===== src/rtl/ee_slv_pkg.sv =====
// Shared types and constants for the two-wire memory slave.
// Assumes: nothing beyond IEEE 1800-2017.
package ee_slv_pkg;
    localparam logic [3:0] DEV_TYPE = 4'b1010;

    typedef enum logic [2:0] {
        ST_IDLE,
        ST_RX,
        ST_RX_ACK,
        ST_TX,
        ST_TX_ACK,
        ST_TX_LOAD,
        ST_WAIT
    } eng_state_t;

    typedef enum logic [1:0] {
        K_DEV,
        K_AHI,
        K_ALO,
        K_DATA
    } rx_kind_t;
endpackage


===== src/rtl/ee_slv_sync.sv =====
// Line conditioner: brings SCL and SDA into the clock domain through a
// SYNC_STAGES-deep flop chain, then flags SCL edges and START/STOP.
// Assumes the bus is much slower than clk (several clocks per SCL phase).
module ee_slv_sync #(
    parameter int SYNC_STAGES = 2
) (
    input  logic clk,
    input  logic rst_n,
    input  logic scl_in,
    input  logic sda_in,
    output logic scl_lvl,
    output logic sda_lvl,
    output logic scl_rise,
    output logic scl_fall,
    output logic start_det,
    output logic stop_det
);
    logic [SYNC_STAGES-1:0] scl_chain;
    logic [SYNC_STAGES-1:0] sda_chain;
    logic                   scl_prev;
    logic                   sda_prev;

    // Shift both lines through the synchronizer; idle bus reads high.
    always_ff @(posedge clk) begin
        if (!rst_n) begin
            scl_chain <= '1;
            sda_chain <= '1;
            scl_prev  <= 1'b1;
            sda_prev  <= 1'b1;
        end else begin
            scl_chain <= {scl_chain[SYNC_STAGES-2:0], scl_in};
            sda_chain <= {sda_chain[SYNC_STAGES-2:0], sda_in};
            scl_prev  <= scl_chain[SYNC_STAGES-1];
            sda_prev  <= sda_chain[SYNC_STAGES-1];
        end
    end

    assign scl_lvl = scl_chain[SYNC_STAGES-1];
    assign sda_lvl = sda_chain[SYNC_STAGES-1];

    // Edge and bus-condition flags, one clock wide each.
    always_comb begin
        scl_rise  = scl_lvl & ~scl_prev;
        scl_fall  = ~scl_lvl & scl_prev;
        start_det = scl_lvl & scl_prev & sda_prev & ~sda_lvl;
        stop_det  = scl_lvl & scl_prev & ~sda_prev & sda_lvl;
    end
endmodule


===== src/rtl/ee_slv_engine.sv =====
// Protocol engine: receives bytes, matches the device address, loads the
// word pointer, holds a pending write byte, streams read bytes and drives
// the SDA pull-down for acknowledges and data.
// Assumes conditioned line flags from ee_slv_sync and a combinational read
// port on the store; while busy_i is high the engine is held idle.
module ee_slv_engine
    import ee_slv_pkg::*;
#(
    parameter int MEM_AW = 6
) (
    input  logic              clk,
    input  logic              rst_n,
    input  logic              scl_lvl_i,
    input  logic              sda_lvl_i,
    input  logic              scl_rise_i,
    input  logic              scl_fall_i,
    input  logic              start_i,
    input  logic              stop_i,
    input  logic [2:0]        sel_i,
    input  logic              busy_i,
    input  logic [7:0]        rd_data_i,
    output logic [MEM_AW-1:0] rd_addr_o,
    output logic              commit_o,
    output logic [MEM_AW-1:0] wr_addr_o,
    output logic [7:0]        wr_data_o,
    output logic              sda_pull_o
);
    eng_state_t        state;
    rx_kind_t          kind;
    logic [3:0]        bitcnt;
    logic [7:0]        rxsh;
    logic [7:0]        txsh;
    logic              go_tx;
    logic [7:0]        addr_hi;
    logic [15:0]       ptr;
    logic              wr_pend;
    logic [MEM_AW-1:0] wr_addr;
    logic [7:0]        wr_data;
    logic              pull;

    // Main bus sequencer; busy, START and STOP take priority over the byte flow.
    always_ff @(posedge clk) begin
        if (!rst_n) begin
            state   <= ST_IDLE;
            kind    <= K_DEV;
            bitcnt  <= '0;
            rxsh    <= '0;
            txsh    <= '0;
            go_tx   <= 1'b0;
            addr_hi <= '0;
            ptr     <= '0;
            wr_pend <= 1'b0;
            wr_addr <= '0;
            wr_data <= '0;
            pull    <= 1'b0;
        end else if (busy_i) begin
            state   <= ST_IDLE;
            pull    <= 1'b0;
            wr_pend <= 1'b0;
        end else if (start_i) begin
            state   <= ST_RX;
            kind    <= K_DEV;
            bitcnt  <= '0;
            pull    <= 1'b0;
            wr_pend <= 1'b0;
        end else if (stop_i) begin
            state   <= ST_IDLE;
            pull    <= 1'b0;
            wr_pend <= 1'b0;
        end else begin
            case (state)
                ST_RX: begin
                    if (scl_rise_i && bitcnt != 4'd8) begin
                        rxsh   <= {rxsh[6:0], sda_lvl_i};
                        bitcnt <= bitcnt + 4'd1;
                    end else if (scl_fall_i && bitcnt == 4'd8) begin
                        bitcnt <= '0;
                        case (kind)
                            K_DEV: begin
                                if (rxsh[7:1] == {DEV_TYPE, sel_i}) begin
                                    pull  <= 1'b1;
                                    state <= ST_RX_ACK;
                                    go_tx <= rxsh[0];
                                    kind  <= K_AHI;
                                end else begin
                                    state <= ST_WAIT;
                                end
                            end
                            K_AHI: begin
                                addr_hi <= rxsh;
                                pull    <= 1'b1;
                                state   <= ST_RX_ACK;
                                go_tx   <= 1'b0;
                                kind    <= K_ALO;
                            end
                            K_ALO: begin
                                ptr   <= {addr_hi, rxsh};
                                pull  <= 1'b1;
                                state <= ST_RX_ACK;
                                go_tx <= 1'b0;
                                kind  <= K_DATA;
                            end
                            default: begin
                                wr_pend <= 1'b1;
                                wr_addr <= ptr[MEM_AW-1:0];
                                wr_data <= rxsh;
                                pull    <= 1'b1;
                                state   <= ST_RX_ACK;
                                go_tx   <= 1'b0;
                            end
                        endcase
                    end
                end
                ST_RX_ACK: begin
                    if (scl_fall_i) begin
                        if (go_tx) begin
                            txsh  <= rd_data_i;
                            pull  <= ~rd_data_i[7];
                            state <= ST_TX;
                        end else begin
                            pull  <= 1'b0;
                            state <= ST_RX;
                        end
                    end
                end
                ST_TX: begin
                    if (scl_rise_i) begin
                        bitcnt <= bitcnt + 4'd1;
                    end else if (scl_fall_i && bitcnt != 4'd0) begin
                        if (bitcnt == 4'd8) begin
                            pull   <= 1'b0;
                            state  <= ST_TX_ACK;
                            ptr    <= ptr + 16'd1;
                            bitcnt <= '0;
                        end else begin
                            txsh <= {txsh[6:0], 1'b0};
                            pull <= ~txsh[6];
                        end
                    end
                end
                ST_TX_ACK: begin
                    if (scl_rise_i) begin
                        state <= sda_lvl_i ? ST_WAIT : ST_TX_LOAD;
                    end
                end
                ST_TX_LOAD: begin
                    if (scl_fall_i) begin
                        txsh  <= rd_data_i;
                        pull  <= ~rd_data_i[7];
                        state <= ST_TX;
                    end
                end
                default: begin
                    pull <= 1'b0;
                end
            endcase
        end
    end

    assign rd_addr_o  = ptr[MEM_AW-1:0];
    assign wr_addr_o  = wr_addr;
    assign wr_data_o  = wr_data;
    assign sda_pull_o = pull;
    // A held byte is handed to the store on the STOP that closes its write.
    assign commit_o   = stop_i & wr_pend & ~busy_i;

    // Drive changes only while SCL is low, bus conditions aside.
    assert_sda_only_scl_low_R10: assert property (@(posedge clk) disable iff (!rst_n)
        (scl_lvl_i && $past(scl_lvl_i) && !$past(start_i) && !$past(stop_i)) |-> $stable(pull));
    // Deaf while programming.
    assert_silent_when_busy_R5: assert property (@(posedge clk) disable iff (!rst_n)
        $past(busy_i) |-> !pull);
    // SDA released for the master's acknowledge slot.
    assert_release_for_mack_R7: assert property (@(posedge clk) disable iff (!rst_n)
        (state == ST_TX_ACK) |-> !pull);
    // Mismatched or abandoned transfers keep the line free.
    assert_wait_released_R2: assert property (@(posedge clk) disable iff (!rst_n)
        (state == ST_WAIT) |-> !pull);
    // Pointer advances by one on every byte sent.
    assert_ptr_step_R6: assert property (@(posedge clk) disable iff (!rst_n)
        ($past(state) == ST_TX && state == ST_TX_ACK) |-> ptr == $past(ptr) + 16'd1);
endmodule


===== src/rtl/ee_slv_store.sv =====
// Byte array plus programming timer. A commit latches address and data,
// runs PROG_CYCLES clocks of busy, and writes the array on the last one.
// Assumes commits arrive only while not busy.
module ee_slv_store #(
    parameter int MEM_AW      = 6,
    parameter int PROG_CYCLES = 2000
) (
    input  logic              clk,
    input  logic              rst_n,
    input  logic              commit_i,
    input  logic [MEM_AW-1:0] wr_addr_i,
    input  logic [7:0]        wr_data_i,
    input  logic [MEM_AW-1:0] rd_addr_i,
    output logic [7:0]        rd_data_o,
    output logic              busy_o
);
    localparam int DEPTH = 1 << MEM_AW;
    localparam int CW    = $clog2(PROG_CYCLES + 1);

    logic [7:0]        mem [DEPTH];
    logic [CW-1:0]     cnt;
    logic [MEM_AW-1:0] lat_addr;
    logic [7:0]        lat_data;

    // Programming timer and latched write; array written on the final count.
    always_ff @(posedge clk) begin
        if (!rst_n) begin
            cnt      <= '0;
            lat_addr <= '0;
            lat_data <= '0;
            for (int i = 0; i < DEPTH; i++) begin
                mem[i] <= 8'hFF;
            end
        end else if (commit_i && cnt == '0) begin
            cnt      <= CW'(PROG_CYCLES);
            lat_addr <= wr_addr_i;
            lat_data <= wr_data_i;
        end else if (cnt != '0) begin
            cnt <= cnt - 1'b1;
            if (cnt == CW'(1)) begin
                mem[lat_addr] <= lat_data;
            end
        end
    end

    assign rd_data_o = mem[rd_addr_i];
    assign busy_o    = (cnt != '0);

    // Engine must not hand over a byte during programming.
    assert_no_commit_busy_R5: assert property (@(posedge clk) disable iff (!rst_n)
        commit_i |-> !busy_o);
    // A commit always opens a programming interval.
    assert_commit_starts_busy_R4: assert property (@(posedge clk) disable iff (!rst_n)
        commit_i |=> busy_o);
endmodule


===== src/rtl/ee_i2c_slave.sv =====
// Top of the two-wire memory slave: conditioner, protocol engine and
// byte store with programming timer. Open-drain output: sda_pull_o=1
// pulls the line low. Assumes SCL phases last several clk periods.
module ee_i2c_slave #(
    parameter int MEM_AW      = 6,
    parameter int PROG_CYCLES = 2000,
    parameter int SYNC_STAGES = 2
) (
    input  logic       clk,
    input  logic       rst_n,
    input  logic       scl_in,
    input  logic       sda_in,
    input  logic [2:0] sel_i,
    output logic       sda_pull_o
);
    logic              scl_lvl, sda_lvl, scl_rise, scl_fall, start_det, stop_det;
    logic              busy, commit;
    logic [7:0]        rd_data, wr_data;
    logic [MEM_AW-1:0] rd_addr, wr_addr;

    ee_slv_sync #(.SYNC_STAGES(SYNC_STAGES)) u_sync (
        .clk(clk), .rst_n(rst_n), .scl_in(scl_in), .sda_in(sda_in),
        .scl_lvl(scl_lvl), .sda_lvl(sda_lvl), .scl_rise(scl_rise),
        .scl_fall(scl_fall), .start_det(start_det), .stop_det(stop_det)
    );

    ee_slv_engine #(.MEM_AW(MEM_AW)) u_engine (
        .clk(clk), .rst_n(rst_n), .scl_lvl_i(scl_lvl), .sda_lvl_i(sda_lvl),
        .scl_rise_i(scl_rise), .scl_fall_i(scl_fall), .start_i(start_det),
        .stop_i(stop_det), .sel_i(sel_i), .busy_i(busy), .rd_data_i(rd_data),
        .rd_addr_o(rd_addr), .commit_o(commit), .wr_addr_o(wr_addr),
        .wr_data_o(wr_data), .sda_pull_o(sda_pull_o)
    );

    ee_slv_store #(.MEM_AW(MEM_AW), .PROG_CYCLES(PROG_CYCLES)) u_store (
        .clk(clk), .rst_n(rst_n), .commit_i(commit), .wr_addr_i(wr_addr),
        .wr_data_i(wr_data), .rd_addr_i(rd_addr), .rd_data_o(rd_data),
        .busy_o(busy)
    );
endmodule


===== config.mk =====
export PLATFORM = sky130hd
export DESIGN_NAME = ee_i2c_slave
export DESIGN_NICKNAME = d
export VERILOG_FILES = /design/src/rtl/ee_slv_pkg.sv /design/src/rtl/ee_slv_sync.sv /design/src/rtl/ee_slv_engine.sv /design/src/rtl/ee_slv_store.sv /design/src/rtl/ee_i2c_slave.sv
export SDC_FILE = /design/constraint.sdc
export NUM_CORES = 1
export LEC_CHECK = 0
export ABC_AREA = 1
export BUFFER_PORTS_ARGS = -buffer_cell sky130_fd_sc_hd__buf_4
export CORE_ASPECT_RATIO = 0.8
export CORE_MARGIN = 2
export CORE_UTILIZATION = 40
export DETAILED_ROUTE_END_ITERATION = 8
export PLACE_DENSITY_LB_ADDON = 0.2
export SETUP_SLACK_MARGIN = 0.02
export SLEW_MARGIN = 20
export SYNTH_ARGS = -nofsm -noshare
export SYNTH_HDL_FRONTEND = slang
export SYNTH_SLANG_ARGS = --single-unit

===== constraint.sdc =====
create_clock -name clk -period 2.75 [get_ports clk]
set_input_delay 0.275 -clock clk [delete_from_list [all_inputs] [get_ports clk]]
set_output_delay 0.275 -clock clk [all_outputs]
set_load 0.03 [all_outputs]

==> metrics.cfg, run 1 <==
[cts]
cts_buffers=59
h-tree-depth=2
cts.sinks=596
ctsRootBufferMaster=clkbuf_16
clk_pin_slew_ns=0.06
cts_tree=yes
clk_latency_ns=0.62
clock_path_buffers=3

[worst_setup_path]
r2r-end=u_store.mem[16][1]$_SDFFCE_PN1P_
critPathKind=flop to flop
crit_path_max_fanout=16
cp.arrival_ns=2.90
crit_path_end_kind=flop
startpoint_type=flop
critPathRequiredTime_ns=3.09
r2r_setup_slack_ns=0.19
rr_startpoint=u_store.cnt[0]$_SDFFE_PP0N_
r2r_cells=11

[pwr]
powerDensity_mw_per_mm2=636.2
leakage_nw=10.92
irDropWorstVdd_uv=491.4
finalPower_w=0.01969

[hold_path]
min_to=u_store.cnt[4]$_SDFFE_PN0P_
min_from=rst_n
hp-class=input port to flop
holdPathStages=3

[finish]
area_delta_synth_final_pct=13.14
drive_gt1_share_pct=10.87
fin_cells=3921
fillCellCount=6455
final_nets=2977
layout_commonest_cell=nand2_1
layout_common_cells=nand2_1, edfxtp_1, nand3_1
n_antenna_cell=0

[floorplanning]
dieHeight_microns=237.9
core_sq_mm=0.06743
row_count=85
start_util_pct=40.56
dieArea_sq_mm=0.07049
die_w_microns=296.3
pin_count=8

[synthesis]
synth_cell_type_count=37
syn-num-nets=2964
synthCells=2948
yosys_register_bits=596
synth.avg_cell_area_sq_um=9.277
synth_area_leaders=edfxtp_1, nand2_1, nand3_1
synth_area_sq_mm=0.02735
yosysTopAreaCell=edfxtp_1
yosys_warnings=0
yosysTopAreaCellShare_pct=56.22
synth_seq_area_share_pct=62.37

[sta]
tns_ns=0
setup_viol=0
skew_ns=0.01571
tightestPinTransition_ns=0.8741
fin_crit_ns=2.559
period_share_pct=93.05
rsz0062_at_grt=true
timing.fmax_ghz=0.3908
maxSlewViolCount=0
hold_viol=0
relSlewSlack_pct=41.64

[detailed_routing]
ant_nets=0
drc=0
vias_per_cell=5.347
wl_per_cell_microns=20.28
drt_iter0_drc=2364
wirelength_mm=79.52
dr.pass1.iters=6
vias=20970

[grt]
grt_first_pass_wirelength_mm=120.6
grt_pass1_vias=20320
grt_start_max_net_pins=108
grt_usage_pct=22.68
globalRouteOverflowTotal=0
antenna_found_initial=0

[place]
dpl.cell_count=3811
gp_congestion=0.9296
hpwl_mm=50.90
port_buffers=7

[run_status]
outcome=complete, no violations

[run]
cap_violations=0

## power breakdown
group | internal [W] | total (W) | switching (W) | leakage, nW
Combinational | 0.000470 | 0.00142 | 0.000950 | 4.21
Clock | 0.00443 | 0.00782 | 0.00340 | 0.887
Sequential | 0.0102 | 0.0104 | 0.000196 | 5.82
Total | 0.0151 | 0.0197 | 0.00454 | 10.9
## critical path, cell delays in order, from the launching register on
cell,delay (ns)
dfxtp_1,0.38
inv_1,0.12
ha_1,0.26
nor4_2,0.23
and2_1,0.18
inv_2,0.06
nor2_2,0.10
inv_2,0.06
nor2_1,0.12
inv_2,0.22
nor2_1,0.46
nand2_1,0.11
## registers in the layout, indices dropped and copies added (netlist names), 6 cells and up, named ones only
name	count
u_store.mem	512
u_store.cnt	11
u_engine.rxsh	8
u_engine.wr_data_o	8
u_store.lat_data	8
u_engine.txsh	7
u_engine.ptr	6
u_engine.wr_addr_o	6
u_store.lat_addr	6
## cells in the mapped netlist, drive strengths merged
cell / instances
a31oi: 5
nand4: 8
nand2: 1179
buf: 69
xor2: 3
xnor2: 5
nor3: 18
dfxtp: 84
nand3b: 1
nor4: 5
o211ai: 8
nor2: 166
inv: 105
nand3: 411
edfxtp: 512
a211oi: 26
or2: 6
a21oi: 55
o22ai: 12
and2: 1
ha: 9
clkbuf: 133
clkinv: 1
o21ai: 126
## area by class of cell
class	instances	area [sq um]	share of cell area, %
repair buffers	154	1411	4.561
flip-flops and latches	596	17070	55.15
well taps	913	1142	3.692
inverters	106	405.4	1.310
clock inverters	29	225.2	0.7279
multi-input cells	2044	9089	29.37
clock buffers	79	1604	5.184
## cells by family after synthesis
kind of cell | Yosys count | synth area share [%]
simple gates | 1795 | 27.69
flops | 596 | 62.37
buf+inv | 308 | 4.529
compound gates | 232 | 4.744
fa+ha+maj | 9 | 0.4118
xor+xnor | 8 | 0.2562
## through the flow
step | area, sq um | util (%) | hold WS [ns] | setup slack [ns]
after detailed placement | 29060 | 43.09 | 0.3967 | 0.09481
final | 30940 | 45.89 | 0.08629 | 0.1911
after global routing | 30940 | 45.89 | 0.09152 | -0.01588
after floorplan | 27350 | - | 0.3816 | 0.2128
after CTS | 30910 | 45.84 | 0.06162 | 0.08917
after global placement | 29060 | 43.09 | 0.3962 | 0.03912
## worst max path at each step
stage / start / end / cells past startpoint
6_report: u_store.cnt[0]$_SDFFE_PP0N_ / u_store.mem[16][1]$_SDFFCE_PN1P_ / 11
5_1_grt: u_store.cnt[0]$_SDFFE_PP0N_ / u_store.mem[2][1]$_SDFFCE_PN1P_ / 12
4_1_cts: u_store.cnt[0]$_SDFFE_PP0N_ / u_store.mem[10][4]$_SDFFCE_PN1P_ / 12
3_5_place_dp: u_store.cnt[0]$_SDFFE_PP0N_ / u_store.mem[10][4]$_SDFFCE_PN1P_ / 12
3_3_place_gp: u_store.cnt[0]$_SDFFE_PP0N_ / u_store.mem[48][2]$_SDFFCE_PN1P_ / 11
2_1_floorplan: u_store.cnt[0]$_SDFFE_PP0N_ / u_store.mem[15][0]$_SDFFCE_PN1P_ / 11
## routing by layer
layer	part of all wire (%)	up-vias	track usage, %
met5	0.097	-	0.8362
met3	9.5	133	5.468
met4	2.4	2	5.617
met1	44	10010	32.41
li1	-	9931	-
met2	44	886	34.64
## repair_timing
action,4_1_cts,5_1_grt
hold buffers,2,0
endpoints found under the setup margin,0,146
endpoints found under the hold margin,2,0
gates resized for setup,0,14
buffers inserted,0,0
No activity file was read; power rests on OpenSTA's default activity.
==> inputs of run 2 (changes only) <==
Settings changed: CTS_BUF_LIST set to sky130_fd_sc_hd__clkbuf_16.
==> metrics.cfg, run 2 (synthesis gave the netlist of run 1 again) <==
[run_status]
outcome=complete, no violations

[sta]
tns_ns=0  ; unchanged
hold_viol=0  ; unchanged
fin_crit_ns=2.558  ; -0.001080 ns
skew_ns=0.01741  ; +0.001701 ns
timing.fmax_ghz=0.3910  ; about the same
setup_viol=0  ; unchanged
rsz0062_at_grt=true
period_share_pct=93.01  ; about the same
tightestPinTransition_ns=0.8500  ; -0.02409 ns
relSlewSlack_pct=43.25  ; +1.6 points
maxSlewViolCount=0  ; unchanged

[place]
hpwl_mm=50.90  ; unchanged
gp_congestion=0.9296  ; unchanged
dpl_cell_area_sq_mm=0.02906  ; unchanged
port_buffers=7  ; unchanged
dpl.cell_count=3811  ; unchanged

[cts]
cts_buffers=59  ; unchanged
cts.sinks=596  ; unchanged
h-tree-depth=2  ; unchanged
clk_pin_slew_ns=0.06  ; about the same
clk_latency_ns=0.62  ; about the same
cts_tree=yes
clock_path_buffers=3  ; unchanged
ctsRootBufferMaster=clkbuf_16
cts_setup_buffers=0  ; unchanged

[worst_setup_path]
r2r_cells=11  ; unchanged
crit_path_end_kind=flop
critPathKind=flop to flop
rr_startpoint=u_store.cnt[0]$_SDFFE_PP0N_
critPathRequiredTime_ns=3.09  ; about the same
crit_path_max_fanout=16  ; unchanged
r2r_setup_slack_ns=0.19  ; about the same
cp.arrival_ns=2.90  ; about the same
r2r-end=u_store.mem[16][5]$_SDFFCE_PN1P_
startpoint_type=flop

[grt]
grt_start_max_net_pins=108  ; unchanged
grt_usage_pct=22.68  ; about the same
grt_first_pass_wirelength_mm=120.6  ; about the same
globalRouteOverflowTotal=0  ; unchanged
grt_pass1_vias=20330  ; +0.015%
antenna_found_initial=0  ; unchanged

[finish]
regMostFlops=u_store.mem
drive_gt1_share_pct=10.84  ; -0.033 points
fillCellCount=6455  ; unchanged
n_antenna_cell=0  ; unchanged
largest_reg_flops=512  ; unchanged
finish.instance_area_sq_mm=0.03093  ; about the same
layout_commonest_cell=nand2_1
final_nets=2977  ; unchanged
area_delta_synth_final_pct=13.11  ; about the same
fin_cells=3921  ; unchanged
reg.largest.list=u_store.mem (512), u_store.cnt (11)
layout_common_cells=nand2_1, edfxtp_1, nand3_1

[run]
cap_violations=0  ; unchanged

[detailed_routing]
vias_per_cell=5.349  ; about the same
vias=20970  ; +0.033%
wl_per_cell_microns=20.28  ; about the same
dr.pass1.iters=6  ; unchanged
drt_iter0_drc=2357  ; -0.30%
wirelength_mm=79.51  ; about the same
ant_nets=0  ; unchanged
drc=0  ; unchanged

[hold_path]
min_to=u_store.cnt[4]$_SDFFE_PN0P_
holdPathStages=3  ; unchanged
min_from=rst_n
hp-class=input port to flop

[pwr]
finalPower_w=0.01960  ; -0.42%
powerDensity_mw_per_mm2=633.8  ; -0.39%
leakage_nw=10.98  ; +0.59%
irDropWorstVdd_uv=490.4  ; -0.21%

[floorplanning]
start_util_pct=40.56  ; unchanged
pin_count=8  ; unchanged
dieArea_sq_mm=0.07049  ; unchanged
core_sq_mm=0.06743  ; unchanged
row_count=85  ; unchanged
die_w_microns=296.3  ; unchanged
dieHeight_microns=237.9  ; unchanged

==> run 2: cell count changes in the layout (fill, tap and decap cells not counted) <==
| cell | previous run | this run |
|---|---|---|
| inv_1 | 84 | 101 |
| clkbuf_1 | 17 | 0 |
| clkbuf_8 | 1 | 0 |
| clkinv_1 | 19 | 20 |
==> run 2: timing repair <==
item,4_1_cts,5_1_grt
endpoints found under the hold margin,2,0
gates resized for setup,0,14
setup endpoints to repair,0,147
hold buffers,2,0
==> run 2: worst max path at each step <==
| stage | to | cells after the start | start |
|---|---|---|---|
| CTS | u_store.mem[10][4]$_SDFFCE_PN1P_ | 12 | u_store.cnt[0]$_SDFFE_PP0N_ |
| global route | u_store.mem[2][1]$_SDFFCE_PN1P_ | 12 | u_store.cnt[0]$_SDFFE_PP0N_ |
| finish | u_store.mem[16][5]$_SDFFCE_PN1P_ | 11 | u_store.cnt[0]$_SDFFE_PP0N_ |
| detailed placement | u_store.mem[10][4]$_SDFFCE_PN1P_ | 12 | u_store.cnt[0]$_SDFFE_PP0N_ |
| floorplan | u_store.mem[15][0]$_SDFFCE_PN1P_ | 11 | u_store.cnt[0]$_SDFFE_PP0N_ |
| global placement | u_store.mem[48][2]$_SDFFCE_PN1P_ | 11 | u_store.cnt[0]$_SDFFE_PP0N_ |
==> run 2: layout make-up <==
class | count | area [sq um] | share of cell area, %
multi-input combinational | 2044 | 9089 | 29.38
tap | 913 | 1142 | 3.693
clock buffer | 61 | 1526 | 4.935
sequential | 596 | 17070 | 55.17
clock inverter | 47 | 292.8 | 0.9465
timing repair buffer | 154 | 1411 | 4.563
inverter | 106 | 405.4 | 1.311
==> run 2: critical path: stages (launching register included) <==
cell	delay (ns)
dfxtp_1	0.38
inv_1	0.12
ha_1	0.26
nor4_2	0.23
and2_1	0.18
inv_2	0.06
nor2_2	0.10
inv_2	0.06
nor2_1	0.12
inv_2	0.21
nor2_1	0.44
nand2_1	0.12
==> run 2: report_power, final <==
group	switching (W)	internal, W	total [W]	leakage (nW)
sequential	0.000195	0.0102	0.0104	5.82
combinational	0.000952	0.000470	0.00142	4.21
clock	0.00341	0.00434	0.00774	0.952
total	0.00455	0.0151	0.0196	11.0
==> run 2: metal layers <==
metal	vias up	track usage, %	wire length (microns)
li1	9932	-	-
met1	10030	32.40	34730
met2	877	34.64	35230
met3	133	5.468	7615
met4	2	5.617	1851
met5	-	0.8362	77
==> run 2: per-stage QoR <==
step	worst slack, ns	hold slack [ns]	utilization (%)
global placement	0.03912	0.3962	43.09
finish	0.1922	0.08966	45.87
global route	-0.01601	0.09142	45.87
floorplan	0.2128	0.3816	-
CTS	0.08906	0.06143	45.82
detailed placement	0.09481	0.3967	43.09
